$ cat src/rtl/standby_pkg.sv
package standby_pkg;

  typedef enum logic [1:0] {
    PS_NORMAL = 2'd0,
    PS_HALT   = 2'd1,
    PS_STOP   = 2'd2,
    PS_SETTLE = 2'd3
  } pwrState_e;

  // strobes from control to datapath
  typedef struct packed {
    logic wrOk;
    logic clrReq;
    logic loadSettle;
  } ctlStrobe_t;

  // status from datapath to control
  typedef struct packed {
    logic stopReq;
    logic haltReq;
    logic swBusy;
    logic settleDone;
  } dpStatus_t;

endpackage

$ cat src/rtl/standby_datapath.sv
module standby_datapath
  import standby_pkg::*;
#(
  parameter int SEL_W       = 2,
  parameter int SWITCH_WAIT = 4,
  parameter int SETTLE_LOG2 = 9
) (
  input  logic             clk,
  input  logic             rst,
  input  logic             regWrEn,
  input  logic [SEL_W+1:0] regWrData,
  input  ctlStrobe_t       strb,
  output dpStatus_t        stat,
  output logic [SEL_W-1:0] clkSel
);

  localparam int STOP_BIT   = SEL_W + 1;
  localparam int HALT_BIT   = SEL_W;
  localparam int SW_CW      = (SWITCH_WAIT > 0) ? $clog2(SWITCH_WAIT + 1) : 1;
  localparam int ST_CW      = SETTLE_LOG2;
  localparam logic [ST_CW-1:0] SETTLE_MAX = {ST_CW{1'b1}};

  logic             stopReq;
  logic             haltReq;
  logic [SEL_W-1:0] selPend;
  logic [SEL_W-1:0] selAct;
  logic [ST_CW-1:0] settleCnt;
  logic             swBusy;
  logic             wrTake;
  logic             selChange;

  assign wrTake    = regWrEn && strb.wrOk;
  assign selChange = wrTake && (regWrData[SEL_W-1:0] != selPend);

  // standby request bits, deep wins over light
  always_ff @(posedge clk) begin
    if (rst) begin
      stopReq <= 1'b0;
      haltReq <= 1'b0;
    end else if (strb.clrReq) begin
      stopReq <= 1'b0;
      haltReq <= 1'b0;
    end else if (wrTake) begin
      if (regWrData[STOP_BIT]) begin
        stopReq <= 1'b1;
      end else if (regWrData[HALT_BIT]) begin
        haltReq <= 1'b1;
      end
    end
  end

  always_ff @(posedge clk) begin
    if (rst) begin
      selPend <= '0;
    end else if (selChange) begin
      selPend <= regWrData[SEL_W-1:0];
    end
  end

  generate
    if (SWITCH_WAIT == 0) begin : g_noWait
      always_ff @(posedge clk) begin
        if (rst) begin
          selAct <= '0;
        end else if (selChange) begin
          selAct <= regWrData[SEL_W-1:0];
        end
      end
      assign swBusy = 1'b0;
    end else begin : g_wait
      logic [SW_CW-1:0] swCnt;
      always_ff @(posedge clk) begin
        if (rst) begin
          swCnt  <= '0;
          selAct <= '0;
        end else if (selChange) begin
          swCnt <= SW_CW'(SWITCH_WAIT);
        end else if (swCnt != '0) begin
          swCnt <= swCnt - 1'b1;
          if (swCnt == SW_CW'(1)) begin
            selAct <= selPend;
          end
        end
      end
      assign swBusy = (swCnt != '0);

      p_sel_applied_r7 : assert property (@(posedge clk) disable iff (rst)
        (swCnt == SW_CW'(1) && !selChange) |=> (selAct == $past(selPend)));
    end
  endgenerate

  // oscillator settling counter
  always_ff @(posedge clk) begin
    if (rst) begin
      settleCnt <= '0;
    end else if (strb.loadSettle) begin
      settleCnt <= SETTLE_MAX;
    end else if (settleCnt != '0) begin
      settleCnt <= settleCnt - 1'b1;
    end
  end

  assign stat.stopReq    = stopReq;
  assign stat.haltReq    = haltReq;
  assign stat.swBusy     = swBusy;
  assign stat.settleDone = (settleCnt == '0);
  assign clkSel          = selAct;

  p_settle_count_r5 : assert property (@(posedge clk) disable iff (rst)
    (settleCnt != '0 && !strb.loadSettle) |=> (settleCnt == $past(settleCnt) - 1'b1));

  p_req_hold_r10 : assert property (@(posedge clk) disable iff (rst)
    (!strb.wrOk && !strb.clrReq) |=> ($stable(stopReq) && $stable(haltReq) && $stable(selPend)));

endmodule

$ cat src/rtl/standby_control.sv
module standby_control
  import standby_pkg::*;
#(
  parameter int NUM_IRQ = 4
) (
  input  logic               clk,
  input  logic               rst,
  input  logic [NUM_IRQ-1:0] irqReq,
  input  logic [NUM_IRQ-1:0] irqEn,
  input  dpStatus_t          stat,
  output ctlStrobe_t         strb,
  output pwrState_e          state
);

  pwrState_e stateNext;
  logic      irqPend;

  assign irqPend = |(irqReq & irqEn);

  always_comb begin
    stateNext       = state;
    strb.wrOk       = (state == PS_NORMAL);
    strb.clrReq     = 1'b0;
    strb.loadSettle = 1'b0;
    unique case (state)
      PS_NORMAL: begin
        if (!stat.swBusy) begin
          if (stat.stopReq) begin
            if (irqPend) begin
              stateNext       = PS_SETTLE;
              strb.loadSettle = 1'b1;
            end else begin
              stateNext = PS_STOP;
            end
          end else if (stat.haltReq) begin
            stateNext = PS_HALT;
          end
        end
      end
      PS_HALT: begin
        if (irqPend) begin
          stateNext   = PS_NORMAL;
          strb.clrReq = 1'b1;
        end
      end
      PS_STOP: begin
        if (irqPend) begin
          stateNext       = PS_SETTLE;
          strb.loadSettle = 1'b1;
        end
      end
      PS_SETTLE: begin
        if (stat.settleDone) begin
          stateNext   = PS_NORMAL;
          strb.clrReq = 1'b1;
        end
      end
      default: stateNext = PS_NORMAL;
    endcase
  end

  always_ff @(posedge clk) begin
    if (rst) begin
      state <= PS_NORMAL;
    end else begin
      state <= stateNext;
    end
  end

  p_halt_wake_r4 : assert property (@(posedge clk) disable iff (rst)
    (state == PS_HALT && irqPend) |=> (state == PS_NORMAL));

  p_stop_wake_r5 : assert property (@(posedge clk) disable iff (rst)
    (state == PS_STOP && irqPend) |=> (state == PS_SETTLE));

  p_settle_hold_r5 : assert property (@(posedge clk) disable iff (rst)
    (state == PS_SETTLE && !stat.settleDone) |=> (state == PS_SETTLE));

  p_skip_stop_r6 : assert property (@(posedge clk) disable iff (rst)
    (state == PS_NORMAL && !stat.swBusy && stat.stopReq && irqPend) |=> (state == PS_SETTLE));

  p_busy_hold_r8 : assert property (@(posedge clk) disable iff (rst)
    (state == PS_NORMAL && stat.swBusy) |=> (state == PS_NORMAL));

endmodule

$ cat src/rtl/standby_pwr_ctrl.sv
module standby_pwr_ctrl
  import standby_pkg::*;
#(
  parameter int NUM_IRQ     = 4,
  parameter int SEL_W       = 2,
  parameter int SWITCH_WAIT = 4,
  parameter int SETTLE_LOG2 = 9
) (
  input  logic               clk,
  input  logic               rst,
  input  logic               regWrEn,
  input  logic [SEL_W+1:0]   regWrData,
  input  logic [NUM_IRQ-1:0] irqReq,
  input  logic [NUM_IRQ-1:0] irqEn,
  output logic               cpuClkEn,
  output logic               oscEn,
  output logic               clkSwitchBusy,
  output logic [SEL_W-1:0]   clkSel,
  output logic [1:0]         pwrState
);

  ctlStrobe_t strb;
  dpStatus_t  stat;
  pwrState_e  state;

  standby_control #(
    .NUM_IRQ(NUM_IRQ)
  ) u_ctl (
    .clk   (clk),
    .rst   (rst),
    .irqReq(irqReq),
    .irqEn (irqEn),
    .stat  (stat),
    .strb  (strb),
    .state (state)
  );

  standby_datapath #(
    .SEL_W      (SEL_W),
    .SWITCH_WAIT(SWITCH_WAIT),
    .SETTLE_LOG2(SETTLE_LOG2)
  ) u_dp (
    .clk      (clk),
    .rst      (rst),
    .regWrEn  (regWrEn),
    .regWrData(regWrData),
    .strb     (strb),
    .stat     (stat),
    .clkSel   (clkSel)
  );

  assign cpuClkEn      = (state == PS_NORMAL);
  assign oscEn         = (state != PS_STOP);
  assign clkSwitchBusy = stat.swBusy;
  assign pwrState      = state;

endmodule

$ cat config.mk
export PLATFORM = sky130hd
export DESIGN_NAME = standby_pwr_ctrl
export DESIGN_NICKNAME = d
export VERILOG_FILES = /design/src/rtl/standby_pkg.sv /design/src/rtl/standby_datapath.sv /design/src/rtl/standby_control.sv /design/src/rtl/standby_pwr_ctrl.sv
export SDC_FILE = /design/constraint.sdc
export NUM_CORES = 1
export LEC_CHECK = 0
export ABC_AREA = 1
export BUFFER_PORTS_ARGS = -buffer_cell sky130_fd_sc_hd__buf_2
export CAP_MARGIN = 20
export CORE_UTILIZATION = 50
export CTS_CLUSTER_DIAMETER = 80
export DETAILED_ROUTE_END_ITERATION = 6
export PLACE_DENSITY = 0.77
export SETUP_SLACK_MARGIN = 0.2
export SLEW_MARGIN = 15
export SYNTH_ARGS = -nofsm -noshare
export SYNTH_HDL_FRONTEND = slang
export SYNTH_SLANG_ARGS = --single-unit
$ cat constraint.sdc
create_clock -name clk -period 2.9 [get_ports clk]
set_clock_uncertainty 0.1 [all_clocks]
set_input_delay 0.435 -clock clk [delete_from_list [all_inputs] [get_ports clk]]
set_output_delay 0.435 -clock clk [all_outputs]
set_load 0.05 [all_outputs]
==> results.md <==
* Status: complete, no violations
* Drt first pass iters at 4
* ANT cells at 0
* Hold crit path type: primary input to register
* Peak supply drop at slightly above 0.5 mV
* Port-buffer cells at 21
* Avg WL per Cell at roughly 11 um
* DIE AREA at roughly 2400 um^2
* Deepest clock path buffer count at 2
* Final nets at between 200 and 250
* CTS Hold Bufs at 0
* Via density at ~5.1
* Crit path launch type: register
* Synth Cell Area at around 1100 um^2
* Num Clock Sinks at 20
* Period utilization at 72.9%
* Reg2Reg Setup Slack at roughly 1.2 ns
* RSZ-0062 raised after global routing: false
* Worst setup EP type: primary output
* Worst skew pair latency at around 0.3 ns
* Filler cell count at 206
* Adder-cell share of the synthesized area at under 10%
* Via count at 1069
* Power per Cell Area at 1080 nW/um^2
* Worst R2R End: u_dp.clkSel[0]$_SDFFE_PP0P_
* Worst R2R Start: u_dp.g_wait.swCnt[0]$_SDFFE_PP0P_
* Synth Register Bits at 20
* Net Count, Synth at roughly 180
* Ratio of cells with drive above 1 in the final layout at roughly 23%
* Hold_sp: regWrData[0]
* Count of cell types in the netlist at 25
* Hold Fails Final Rpt at 0
* Tightest Pin Transition at 0.380 ns
* Tmin final at between 2 and 2.5 ns
* Clock transition at the registers of the reported paths at roughly 0.11 ns
* CTS resizes at 0
* Drt total wl at 2.26 mm
* Die Span Y at just under 50 um
* First-pass GRT wire length at around 3.9 mm
* CTS tree: done
* Area grow syn2layout at 15.6%
* Initial DRC count at 24
* Mux cell area share after synthesis at 0%
* Relative slew slack at 74.6%
* Synth Area in Compound Gates at roughly 14%
* Leak at between 0.6 and 0.7 nW
* GR Overflow Total at 0
* I/O pins at 22
* WS Path Type: register to primary output
* Total core area at just over 2000 um^2
* Post-synthesis instance total at around 160
* Largest net degree at the start of global routing at 14
* Effective utilization at floorplan at between 50 and 60%
* Largest family of logic cells by synthesized area: simple AND/OR/NAND/NOR gates
* Worst path required time at ~2.4 ns
* Postcts setup bufs at 0
* Post-route antenna net violation count at 0
* Multi-input gate area at 601 um^2
* Hold EP: u_dp.selPend[0]$_SDFFE_PP0P_
* CTS buffer count at 3
* Hold depth at 3
* Htree depth at 1
* Die W at 49.0 um
* Maxcap violations at 0
* Post-Syn Area per Cell at ~7.0 um^2
* Dpl hpwl at between 1.5 and 2 mm
* Simple-gate area share of the yosys netlist at 32.1%
* Critical Path AT at ~1.6 ns
* Initial antenna violation count at 0
* Worst r2r path cells at 7
* Slew Limit Fails at 0
* Fmax at roughly 470 MHz
* Root buffer cell: clkbuf_4
* Synth warn at 0
* RePlAce Congestion at around 0.83
* FF+latch area at 400 um^2
* Final setup fails at 0
* Post-Synth XOR/XNOR Area at under 10%
* CP Max Fanout at 8
* Setup TNS after final layout at 0 ns
* Total GRT Usage at just over 20%
* Final core occ at approximately 63%
* DRC viols at 0
* Rows at 16
* Vias in the first global route at approximately 1000
* Post-synthesis sequential area ratio at between 30 and 40%
==> cells in the mapped netlist, drive strengths merged <==
cell type	instances	share of area, %
clkinv	1	0.34
a21boi	1	0.68
xor2	3	2.4
o21ai	11	5.3
nor3b	1	0.68
ha	5	5.7
a31oi	3	1.7
nor3	1	0.45
nand2	36	12
inv	25	8.5
nand3	12	7.7
dfxtp	20	36
a21oi	13	6.6
clkbuf	1	0.34
nand4	3	1.7
nor2	19	7.2
nand3b	2	1.4
or2	1	0.57
==> cell families (layout without fill, tap and decap cells) <==
kind of cell,Yosys count,in the layout
simple gates,75,75
flops,20,20
xor+xnor,3,3
buf+inv,27,51
compound gates,28,28
fa+ha+maj,5,5
==> worst max-delay path, cell delays in order (launching register included) <==
cell and delay (ns):
dfxtp_1 0.37, inv_1 0.06, ha_1 0.21, ha_1 0.28, inv_2 0.10, buf_2 0.26
==> metal layers <==
layer	vias up	wire, um	track usage, %
met5	-	0	0
met4	0	25	8.33
met3	4	88	3.12
met2	28	1070	36.6
met1	480	1080	24.7
li1	557	-	-
==> flip-flops by register name (all words and copies together) (netlist names) <==
| register | flops |
|---|---|
| u_dp.clkSel | 2 |
| u_dp.settleCnt | 9 |
| u_dp.haltReq | 1 |
| u_ctl.state | 2 |
| u_dp.stopReq | 1 |
| u_dp.selPend | 2 |
| u_dp.g_wait.swCnt | 3 |
==> worst max-delay path by stage <==
stage	from	to	slack (ns)
floorplan	u_ctl.state[0]$_SDFFE_PP0P_	u_dp.clkSel[0]$_SDFFE_PP0P_	1.07
global placement	u_dp.g_wait.swCnt[0]$_SDFFE_PP0P_	clkSwitchBusy	1.15
detailed placement	u_dp.g_wait.swCnt[0]$_SDFFE_PP0P_	clkSwitchBusy	1.12
CTS	u_dp.g_wait.swCnt[0]$_SDFFE_PP0P_	clkSwitchBusy	0.77
global route	u_dp.g_wait.swCnt[0]$_SDFFE_PP0P_	clkSwitchBusy	0.67
finish	u_dp.g_wait.swCnt[0]$_SDFFE_PP0P_	clkSwitchBusy	0.78
==> where the power goes <==
group,total (mW),internal [mW],switching [mW]
Clock,0.163,0.0765,0.0861
Sequential,0.432,0.366,0.0667
Combinational,0.786,0.270,0.516
Total,1.38,0.712,0.669
==> placed cells by master (no fill, tap or decap) <==
cell / Yosys / layout
o21ai_0: 7 / 7
clkinv_1: 1 / 1
dfxtp_1: 20 / 20
nor3_1: 1 / 1
xor2_1: 3 / 3
nor3b_1: 1 / 1
inv_1: 19 / 19
inv_2: 6 / 6
or2_2: 1 / 1
nand4_1: 3 / 3
nand3_4: 2 / 2
a31oi_1: 3 / 3
nand2_2: 1 / 1
ha_1: 5 / 5
a21oi_1: 11 / 11
nand3b_1: 2 / 2
nor2_1: 16 / 16
nand3_1: 10 / 10
clkbuf_4: 0 / 3
a21oi_2: 2 / 2
o21ai_1: 3 / 3
o21ai_2: 1 / 1
a21boi_1: 1 / 1
clkbuf_8: 0 / 1
buf_2: 0 / 21
nor2_2: 3 / 3
nand2_1: 35 / 35
==> layout make-up <==
type | count | area share (%)
sequential | 20 | 31.4
inverter | 26 | 7.66
clock buffer | 4 | 2.85
tap | 27 | 2.65
timing repair buffer | 21 | 8.25
multi-input combinational | 111 | 47.2
==> per-stage QoR <==
stage,power [mW],instances,cell area (um^2),hold WS (ns),setup WS [ns]
6_report,1.38,209,1270,0.288,0.785
5_1_grt,1.52,209,1270,0.292,0.671
4_1_cts,1.39,209,1270,0.280,0.770
3_5_place_dp,1.21,205,1240,0.337,1.12
3_3_place_gp,1.19,205,1240,0.343,1.15
2_1_floorplan,1.07,158,1100,0.322,1.07
No activity file was read; power rests on OpenSTA's default activity.
